[src/rtl/rfm_pkg.sv]
package rfm_pkg;

    typedef enum logic [2:0] {
        S_PWRUP,
        S_IDLE,
        S_SETUP,
        S_ACT,
        S_PRE,
        S_SELF,
        S_SREXIT
    } rfm_state_e;

    function automatic int rfm_max(input int a, input int b);
        return (a > b) ? a : b;
    endfunction

endpackage

[src/rtl/rfm_slot_timer.sv]
module rfm_slot_timer #(
    parameter int INTERVAL = 1562
) (
    input  logic clk,
    input  logic rst_n,
    input  logic run,
    input  logic ext,
    output logic tick
);
    localparam int CW = $clog2(2 * INTERVAL + 1);

    logic [CW-1:0] cnt_q;
    logic [CW-1:0] limit;

    assign limit = ext ? CW'(2 * INTERVAL) : CW'(INTERVAL);
    assign tick  = run && (cnt_q >= limit - CW'(1));

    always_ff @(posedge clk) begin
        if (!rst_n || !run) begin
            cnt_q <= '0;
        end else if (tick) begin
            cnt_q <= '0;
        end else begin
            cnt_q <= cnt_q + CW'(1);
        end
    end

    // the count is reset by the cycle after each tick
    a_r5_tick_restarts: assert property (@(posedge clk) disable iff (!rst_n)
        tick |=> (cnt_q == '0));

endmodule

[src/rtl/rfm_owed_ctr.sv]
module rfm_owed_ctr #(
    parameter int MAX_OWED = 8,
    localparam int OW = $clog2(MAX_OWED + 1)
) (
    input  logic          clk,
    input  logic          rst_n,
    input  logic          tick,
    input  logic          take,
    output logic [OW-1:0] owed,
    output logic          lapse
);
    always_ff @(posedge clk) begin
        if (!rst_n) begin
            owed  <= '0;
            lapse <= 1'b0;
        end else if (take) begin
            owed  <= tick ? OW'(1) : '0;
            lapse <= 1'b0;
        end else if (tick) begin
            if (owed == OW'(MAX_OWED)) begin
                lapse <= 1'b1;
            end else begin
                owed <= owed + OW'(1);
            end
        end
    end

    // the debt never exceeds its cap
    a_r6_owed_cap: assert property (@(posedge clk) disable iff (!rst_n)
        owed <= OW'(MAX_OWED));

    // a lost window is only flagged once the debt is full
    a_r7_lapse_after_full: assert property (@(posedge clk) disable iff (!rst_n)
        $rose(lapse) |-> ($past(owed) == OW'(MAX_OWED)));

endmodule

[src/rtl/rfm_row_ctr.sv]
module rfm_row_ctr #(
    parameter int ROWS = 8192,
    localparam int RW = $clog2(ROWS)
) (
    input  logic          clk,
    input  logic          rst_n,
    input  logic          step,
    output logic [RW-1:0] row
);
    always_ff @(posedge clk) begin
        if (!rst_n) begin
            row <= '0;
        end else if (step) begin
            row <= (row == RW'(ROWS - 1)) ? '0 : row + RW'(1);
        end
    end

    // the row pointer only moves by one or wraps to zero
    a_r11_row_step: assert property (@(posedge clk) disable iff (!rst_n)
        $past(step) |-> ((row == $past(row) + RW'(1)) || (row == '0)));

endmodule

[src/rtl/dram_refresh_mgr.sv]
module dram_refresh_mgr
    import rfm_pkg::*;
#(
    parameter int INTERVAL    = 1562,
    parameter int PWRUP_WAIT  = 10000,
    parameter int WAKE_CYCLES = 8,
    parameter int T_CSR       = 1,
    parameter int T_RAS       = 5,
    parameter int T_RP        = 3,
    parameter int T_RASS      = 10000,
    parameter int T_RPS       = 11,
    parameter int MAX_OWED    = 8,
    parameter int ROWS        = 8192,
    localparam int RW = $clog2(ROWS)
) (
    input  logic          clk,
    input  logic          rst_n,
    input  logic          rowonly_mode,
    input  logic          ext_period,
    input  logic          sr_req,
    input  logic          grant,
    output logic          ref_req,
    output logic          ready,
    output logic          sr_ack,
    output logic          ras_n,
    output logic          cas_n,
    output logic          we_n,
    output logic [RW-1:0] addr
);
    localparam int TMAX = rfm_max(rfm_max(rfm_max(PWRUP_WAIT, T_RASS), rfm_max(T_RPS, T_CSR)),
                                  rfm_max(T_RAS, T_RP));
    localparam int TW   = $clog2(TMAX + 1);
    localparam int BMAX = rfm_max(rfm_max(ROWS, WAKE_CYCLES), MAX_OWED);
    localparam int BW   = $clog2(BMAX + 1);
    localparam int OW   = $clog2(MAX_OWED + 1);

    rfm_state_e    state_q, state_d;
    logic [TW-1:0] tmr_q, tmr_d;
    logic [BW-1:0] burst_q, burst_d;
    logic          self_mode_q, self_mode_d;
    logic          waking_q, waking_d;
    logic          awake_q, awake_d;
    logic          wake_pend_q, wake_pend_d;
    logic          catchup_q, catchup_d;

    logic          tick, take, run, row_step, row_cycle, pending;
    logic [OW-1:0] owed;
    logic          lapse;
    logic [RW-1:0] row;

    assign run = awake_q && !self_mode_q && !self_mode_d && !catchup_q;

    rfm_slot_timer #(.INTERVAL(INTERVAL)) u_timer (
        .clk(clk), .rst_n(rst_n), .run(run), .ext(ext_period), .tick(tick)
    );

    rfm_owed_ctr #(.MAX_OWED(MAX_OWED)) u_owed (
        .clk(clk), .rst_n(rst_n), .tick(tick), .take(take), .owed(owed), .lapse(lapse)
    );

    rfm_row_ctr #(.ROWS(ROWS)) u_row (
        .clk(clk), .rst_n(rst_n), .step(row_step), .row(row)
    );

    assign row_cycle = rowonly_mode && !self_mode_q;
    assign pending   = wake_pend_q || lapse || (owed != '0) || (sr_req && awake_q);

    // next-state logic
    always_comb begin
        state_d     = state_q;
        tmr_d       = tmr_q;
        burst_d     = burst_q;
        self_mode_d = self_mode_q;
        waking_d    = waking_q;
        awake_d     = awake_q;
        wake_pend_d = wake_pend_q;
        catchup_d   = catchup_q;
        take        = 1'b0;
        row_step    = 1'b0;
        unique case (state_q)
            S_PWRUP: begin
                if (tmr_q == '0) state_d = S_IDLE;
                else             tmr_d   = tmr_q - TW'(1);
            end
            S_IDLE: begin
                if (grant) begin
                    if (wake_pend_q || lapse) begin
                        burst_d     = BW'(WAKE_CYCLES);
                        take        = 1'b1;
                        wake_pend_d = 1'b0;
                        awake_d     = 1'b0;
                        waking_d    = 1'b1;
                        state_d     = S_SETUP;
                        tmr_d       = TW'(T_CSR - 1);
                    end else if (owed != '0) begin
                        burst_d = BW'(owed);
                        take    = 1'b1;
                        state_d = S_SETUP;
                        tmr_d   = TW'(T_CSR - 1);
                    end else if (sr_req && awake_q) begin
                        burst_d     = BW'(1);
                        self_mode_d = 1'b1;
                        state_d     = S_SETUP;
                        tmr_d       = TW'(T_CSR - 1);
                    end
                end
            end
            S_SETUP: begin
                if (tmr_q != '0) begin
                    tmr_d = tmr_q - TW'(1);
                end else if (self_mode_q) begin
                    state_d = S_SELF;
                    tmr_d   = TW'(T_RASS - 1);
                end else begin
                    state_d = S_ACT;
                    tmr_d   = TW'(T_RAS - 1);
                end
            end
            S_ACT: begin
                if (tmr_q != '0) begin
                    tmr_d = tmr_q - TW'(1);
                end else begin
                    state_d = S_PRE;
                    tmr_d   = TW'(T_RP - 1);
                end
            end
            S_PRE: begin
                if (tmr_q != '0) begin
                    tmr_d = tmr_q - TW'(1);
                end else begin
                    row_step = row_cycle;
                    if (burst_q > BW'(1)) begin
                        burst_d = burst_q - BW'(1);
                        state_d = S_SETUP;
                        tmr_d   = TW'(T_CSR - 1);
                    end else begin
                        burst_d   = '0;
                        state_d   = S_IDLE;
                        catchup_d = 1'b0;
                        if (waking_q) begin
                            waking_d = 1'b0;
                            awake_d  = 1'b1;
                        end
                    end
                end
            end
            S_SELF: begin
                if (tmr_q != '0) begin
                    tmr_d = tmr_q - TW'(1);
                end else if (!sr_req) begin
                    state_d = S_SREXIT;
                    tmr_d   = TW'(T_RPS - 1);
                end
            end
            S_SREXIT: begin
                if (tmr_q != '0) begin
                    tmr_d = tmr_q - TW'(1);
                end else begin
                    self_mode_d = 1'b0;
                    if (rowonly_mode) begin
                        burst_d   = BW'(ROWS);
                        catchup_d = 1'b1;
                        state_d   = S_SETUP;
                        tmr_d     = TW'(T_CSR - 1);
                    end else begin
                        state_d = S_IDLE;
                    end
                end
            end
            default: state_d = S_IDLE;
        endcase
    end

    // state register
    always_ff @(posedge clk) begin
        if (!rst_n) begin
            state_q     <= S_PWRUP;
            tmr_q       <= TW'(PWRUP_WAIT - 1);
            burst_q     <= '0;
            self_mode_q <= 1'b0;
            waking_q    <= 1'b0;
            awake_q     <= 1'b0;
            wake_pend_q <= 1'b1;
            catchup_q   <= 1'b0;
        end else begin
            state_q     <= state_d;
            tmr_q       <= tmr_d;
            burst_q     <= burst_d;
            self_mode_q <= self_mode_d;
            waking_q    <= waking_d;
            awake_q     <= awake_d;
            wake_pend_q <= wake_pend_d;
            catchup_q   <= catchup_d;
        end
    end

    // output decode
    always_comb begin
        ref_req = 1'b0;
        ras_n   = 1'b1;
        cas_n   = 1'b1;
        addr    = '0;
        unique case (state_q)
            S_PWRUP:  ref_req = 1'b0;
            S_IDLE:   ref_req = pending;
            S_SETUP: begin
                ref_req = 1'b1;
                cas_n   = row_cycle;
                addr    = row_cycle ? row : '0;
            end
            S_ACT: begin
                ref_req = 1'b1;
                ras_n   = 1'b0;
                cas_n   = row_cycle;
                addr    = row_cycle ? row : '0;
            end
            S_PRE:    ref_req = 1'b1;
            S_SELF: begin
                ref_req = 1'b1;
                ras_n   = 1'b0;
                cas_n   = 1'b0;
            end
            S_SREXIT: ref_req = 1'b1;
            default:  ref_req = 1'b0;
        endcase
    end

    assign we_n   = 1'b1;
    assign ready  = awake_q && !lapse;
    assign sr_ack = (state_q == S_SELF);

    // ---------------- checking counters and assertions ----------------
    logic [TW:0]   self_cycles;
    logic [BW-1:0] wake_falls;

    always_ff @(posedge clk) begin
        if (!rst_n) begin
            self_cycles <= '0;
            wake_falls  <= '0;
        end else begin
            if (state_q == S_SETUP)
                self_cycles <= '0;
            else if (state_q == S_SELF && self_cycles != '1)
                self_cycles <= self_cycles + 1'b1;
            if (!waking_q)
                wake_falls <= '0;
            else if (state_q == S_SETUP && state_d == S_ACT)
                wake_falls <= wake_falls + BW'(1);
        end
    end

    // strobes only active while the bus is granted
    a_r4_strobes_need_grant: assert property (@(posedge clk) disable iff (!rst_n)
        (!ras_n || !cas_n) |-> grant);

    // a RAS fall with CAS low must have had CAS low one cycle earlier
    a_r3_cas_leads_ras: assert property (@(posedge clk) disable iff (!rst_n)
        ($fell(ras_n) && !cas_n) |-> $past(!cas_n));

    // row-style address holds from setup into the RAS fall
    a_r11_addr_setup: assert property (@(posedge clk) disable iff (!rst_n)
        ($fell(ras_n) && cas_n) |-> $stable(addr));

    // self refresh lasts at least the minimum RAS time
    a_r9_self_min: assert property (@(posedge clk) disable iff (!rst_n)
        (state_q == S_SREXIT && $past(state_q) == S_SELF) |-> (self_cycles >= (TW+1)'(T_RASS)));

    // ready only comes back after the full wake-up burst
    a_r2_wake_complete: assert property (@(posedge clk) disable iff (!rst_n)
        $rose(ready) |-> (wake_falls == BW'(WAKE_CYCLES)));

endmodule

[config.mk]
export PLATFORM = sky130hd
export DESIGN_NAME = dram_refresh_mgr
export DESIGN_NICKNAME = d
export VERILOG_FILES = /design/src/rtl/rfm_pkg.sv /design/src/rtl/rfm_slot_timer.sv /design/src/rtl/rfm_owed_ctr.sv /design/src/rtl/rfm_row_ctr.sv /design/src/rtl/dram_refresh_mgr.sv
export SDC_FILE = /design/constraint.sdc
export NUM_CORES = 1
export LEC_CHECK = 0
export BUFFER_PORTS_ARGS = -buffer_cell sky130_fd_sc_hd__buf_2
export CORE_ASPECT_RATIO = 0.7
export CORE_MARGIN = 8
export CORE_UTILIZATION = 40
export CTS_BUF_LIST = sky130_fd_sc_hd__clkbuf_8 sky130_fd_sc_hd__clkbuf_16
export CTS_CLUSTER_DIAMETER = 50
export DETAILED_ROUTE_END_ITERATION = 6
export GPL_ROUTABILITY_DRIVEN = 0
export GPL_TIMING_DRIVEN = 0
export HOLD_SLACK_MARGIN = 0.05
export PLACE_DENSITY = 0.68
export SYNTH_ARGS = -nofsm -noshare
export SYNTH_HDL_FRONTEND = slang
export SYNTH_SLANG_ARGS = --single-unit
export TNS_END_PERCENT = 30
[constraint.sdc]
create_clock -name clk -period 2.21 [get_ports clk]
set_input_delay 0.442 -clock clk [delete_from_list [all_inputs] [get_ports clk]]
set_output_delay 0.442 -clock clk [all_outputs]
set_load 0.05 [all_outputs]
# ---- Word level (Yosys, flattened, before mapping)
# Cells that the tools add are included.
dict set report totals {
  elab_cells 163
  regBits 66
  output_inout_bits 19
}
dict set report op_classes {
  n_mux 76
  n_addsub 6
  n_lt_le_gt_ge 2
  bitwise 1
  n_reduce_logical 40
  n_eq_ne 26
}
# op n
set ops {}
lappend ops {{$mux W14} 22}
lappend ops {{$pmux W14 S7} 1}
lappend ops {{$pmux W14 S3} 1}
lappend ops {{$mux W13} 3}
lappend ops {{$mux W3} 12}
lappend ops {{$ne A2 B2 Y1 const B} 14}
lappend ops {{$sub A14 B1 Y14 const B} 2}
lappend ops {{$mux W1} 24}
lappend ops {{$pmux W3 S7} 1}
lappend ops {{$gt A14 B1 Y1 const B} 1}
lappend ops {{$logic_not A14 Y1} 1}
lappend ops {{$reduce_bool A14 Y1} 1}
lappend ops {{$add A13 B1 Y13 const B} 1}
lappend ops {{$eq A13 B13 Y1 const B} 1}
lappend ops {{$add A12 B1 Y12 const B} 1}
lappend ops {{$ge A12 B12 Y1} 1}
lappend ops {{$mux W12} 1}
lappend ops {{$mux W4} 3}
lappend ops {{$pmux W1 S2} 6}
lappend ops {{$reduce_and A6 Y1} 2}
lappend ops {{$sub A12 B1 Y12 const B} 1}
lappend ops {{$reduce_and A5 Y1} 2}
lappend ops {{$eq A3 B3 Y1 const B} 3}
lappend ops {{$reduce_and A9 Y1} 1}
lappend ops {{22 further kinds} 45}

# ---- Longest topological paths before layout
dict set report logic_depth {
  depth_word 12
  mapped_depth 9
  mapped_depth_nobuf 8
}

# ---- Modules after synthesis
# From an unflattened synthesis, not the netlist that was laid out.
dict set report hier_totals {
  hier_cells 507
  hier_area_um2 3987.6
}
# mod cells_each seq_area_each_um2 area_per_inst_um2 n_inst
set by_module_without_submodules {}
lappend by_module_without_submodules {dram_refresh_mgr 343 720.7 2507.4 1}
lappend by_module_without_submodules {rfm_slot_timer 73 240.2 636.9 1}
lappend by_module_without_submodules {rfm_row_ctr 63 260.2 581.8 1}
lappend by_module_without_submodules {rfm_owed_ctr 28 100.1 261.5 1}

# ---- Least setup slack after synthesis
# OpenSTA, ideal clock, no wires.
dict set report synth_timing {
  path_type {register to register}
  startpoint {register tmr_q[0]}
  endpoint {register tmr_q[4]}
  synth_period_minus_slack_ns 2.356
  setup_time_ns 0.124
  stages_incl_launch_ff 9
  required_time_ns 2.086
  path_slack_ns -0.146
  arrival_time_ns 2.231
  cell_sequence {dfxtp_1 > inv_1 > ha_1 > or4b_2 > nor4_2 > o21ai_1 > and4_1 > a31oi_1 > o41ai_1}
}
dict set report synth_between {
  elab_chain_cells 3
}
# item line
set synth_lines {}
lappend synth_lines {{start, declared} dram_refresh_mgr.sv:38} ;# logic [TW-1:0] tmr_q, tmr_d;
lappend synth_lines {{start signal, assigned} dram_refresh_mgr.sv:178} ;# tmr_q <= TW'(PWRUP_WAIT - 1);
lappend synth_lines {{start signal, assigned} dram_refresh_mgr.sv:187} ;# tmr_q <= tmr_d;
lappend synth_lines {{$sub A14 B1 Y14, or another cell as far along} n/a}
lappend synth_lines {{$mux W14, or another cell as far along} dram_refresh_mgr.sv:156} ;# if (tmr_q != '0) begin
lappend synth_lines {{$pmux W14 S7 or $reduce_and A7 Y1 (tied branches)} n/a}
# Parallel ways exist; a longest one is shown, timed or not. The select of a mux whose other input is x is not followed.
# A chain may end at the register's enable or synchronous reset.

# ---- Worst setup path after layout
dict set report layout_timing {
  startpoint {register burst_q[12]}
  endpoint {register tmr_q[3]}
}
dict set report layout_between {
  elab_chain_cells 3
}
# item line
set layout_lines {}
lappend layout_lines {{start, declared} dram_refresh_mgr.sv:39} ;# logic [BW-1:0] burst_q, burst_d;
lappend layout_lines {{start signal, assigned} dram_refresh_mgr.sv:188} ;# burst_q <= burst_d;
lappend layout_lines {{$gt A14 B1 Y1} dram_refresh_mgr.sv:132} ;# if (burst_q > BW'(1)) begin
lappend layout_lines {{$ne A3 B3 Y1 (no source line)} n/a}
lappend layout_lines {{$reduce_and A7 Y1 (no source line)} n/a}
# No other way between the ends.

==> reports/qor.yml <==
outcome:
  status: "complete, but fails checks"
  violations: "negative setup slack"
routing:
  route.detailed.drc: 0
  drt-initial-drc-count: 406
  final_antenna_net_count: 0
  drt_wl_total_mm: 11.6
  via_count: 4109
  avgRoutedWirePerCell_um: 16.4
  firstDrtPassIters: 7
  via_per_inst: 5.82
cts:
  clock_sinks: 66
  clockRootBuffer: "clkbuf_16"
  clk_transition_reported_paths_ps: 50
  cts.htree.levels: 3
  numCtsBuffers: 9
  cts_max_path_buffers: 2
  cts_hold_buf: 0
  tritoncts: "done"
  clock_latency_ps: 330
synth:
  yosysMostFrequentCell: "nor2_1"
  synthCells: 514
  synth_edf_count: 0
  synth-main-ff-cell: "dfxtp_1"
  avgSynthCellArea_sq_um: 7.63
  synth_nets: 532
  yosysTopAreaCell: "dfxtp_1"
  yosys_warnings: 0
  synth_seq_cells: 66
  synth_top_area_frac: 0.337
  synth.top_cells.by_count: "77 x nor2_1, 66 x dfxtp_1, 45 x nand2_1, 29 x a21oi_1, 27 x nand3_1"
  synth_area_leaders: "dfxtp_1 34%, nor2_1 7.4%, nand2_1 4.3%"
  ys_types: 70
  async_flop_share: 0
  syn_area_sq_mm: 0.00392
  ys_seq_area_frac: 0.337
timing:
  rsz0062_at_grt: "true"
  slew_headroom: 0.499
  skew_ps: 5.50
  worstMarginPinSlew_ps: 741
  clock.fmax_ghz: 0.424
  setup_violations: 28
  finalCriticalPeriod_ps: 2360
  fin_crit_sh: 1.07
  hold_violations: 0
  post-route-worst-setup-slack_ps: -147
  whs_ps: 480
  slew_viol_final: 0
critical_path:
  endpoint_kind: "flop"
  r2r_setup_slack_ps: -150
  path_depth: 6
  slowest_stage: "or4b_4"
  critPathTopFamily: "simple AND/OR/NAND/NOR gates"
  critical-path-max-stage-delay_ps: 580
  path_cells: "or4_4 -> or4b_4 -> o21ai_4 -> a21o_4 -> a21oi_2 -> o32a_1"
  r2r-start: "burst_q[12]"
  rr_worst_depth: 6
  critical_path_arrival_ps: 2570
  cp.required_ps: 2420
  start_kind: "flop"
  crit_buf_inv: 0
  critPathKind: "flop to flop"
  crit_path_max_fanout: 4
  crit_start: "burst_q[12]"
final_layout:
  post-route-util: 0.535
  antennaDiodeCount: 0
  layout-drive-gt1-share: 0.237
  nets: 592
  area_growth_pct: 31.1
global_routing:
  grt_max_degree: 11
  grt_pass1_vias: 3894
  track_usage: 0.173
  overflow: 0
  grt_pass1_wl_mm: 19.1
  antenna_found_initial: 0
floorplan:
  fp.dieW_um: 134
  core_area_sq_mm: 0.00961
  boundaryPins: 25
  row_count: 30
  die_y_um: 98.8
  dieArea_sq_mm: 0.0133
  initial_utilization: 0.408
flow_run:
  drv_cap: 0
pwr:
  leakagePower_nw: 1.93
  powerDensity_mw_per_mm2: 529
  ir_drop_uv: 296
min_path:
  hold_class: "flop to flop"
  hp-start: "u_timer.cnt_q[0]"
  hold_depth: 1
placed_design:
  place.port_buffers: 22
  dp_hpwl_mm: 7.78
stage by stage:
stage,setup slack [ps],power (mW),cells,setup TNS [ps],cell area (sq um)
floorplan,-50.4,1.28,514,-176,3940
global placement,-553,1.30,664,-15580,4210
detailed placement,-649,1.31,664,-19250,4210
CTS,-198,2.70,697,-3730,4900
global route,-192,2.79,706,-4330,5140
finish,-147,2.72,706,-1390,5140
power by group:
part | switching, mW | leakage, nW | internal [mW]
Sequential | 0.0103 | 0.537 | 1.20
Clock | 0.516 | 0.151 | 0.885
Combinational | 0.0621 | 1.24 | 0.0471
Total | 0.588 | 1.93 | 2.13
per-layer routing:
layer,vias up,share of wire,track usage
li1,1963,-,-
met1,1920,0.45,0.233
met5,-,0,0
met3,26,0.086,0.0356
met4,0,0.019,0.0653
met2,200,0.44,0.263
path summary, 6_finish.rpt:
| path | to |
|---|---|
| worst min-delay path | u_timer.cnt_q[0] |
| worst min register to register | u_timer.cnt_q[0] |
| worst max-delay path | tmr_q[3] |
| worst max register to register | tmr_q[3] |
cell families after synthesis:
kind of cell               synth area share
buffers and inverters                0.0424
and+or+nand+nor                       0.327
xor gates and xnor gates             0.0536
muxes                               0.00255
adders and majority gates            0.0383
DFF                                   0.337
other                              0.000957
AOI/OAI and AO/OA                     0.199
timing repair:
item,4_1_cts,5_1_grt
pin swaps,22,19
buffers inserted,17,9
resized for setup,71,45
endpoints found under the setup margin,77,75
cloned,1,1
cells in the final DEF (no fill, tap or decap), types with 9 or more instances in the layout:
master,instances
nor2_1,75
dfxtp_1,56
nand2_1,43
buf_4,35
nand3_1,25
a21oi_1,25
o21ai_0,20
and2_1,19
inv_1,18
nor3_1,16
o21ai_1,13
buf_2,12
xnor2_1,12
xor2_1,12
ha_1,11
clkbuf_16,10
clkbuf_1,9
dfxtp_2,9
sequential cells by signal (all words and copies together) (netlist names), 3 cells and up:
signal,flops
burst_q,14
state_q,3
u_owed.owed,4
tmr_q,14
u_row.row,13
u_timer.cnt_q,12
final cells by class:
class	count	area [sq um]
inverter	20	75.1
fill	909	4470
tap	128	160
multi-input combinational	408	2740
clock buffer	10	239
buffer	19	133
timing repair buffer	50	409
sequential	66	1340
clock inverter	5	47.5
(Power assumes the default switching activity.)
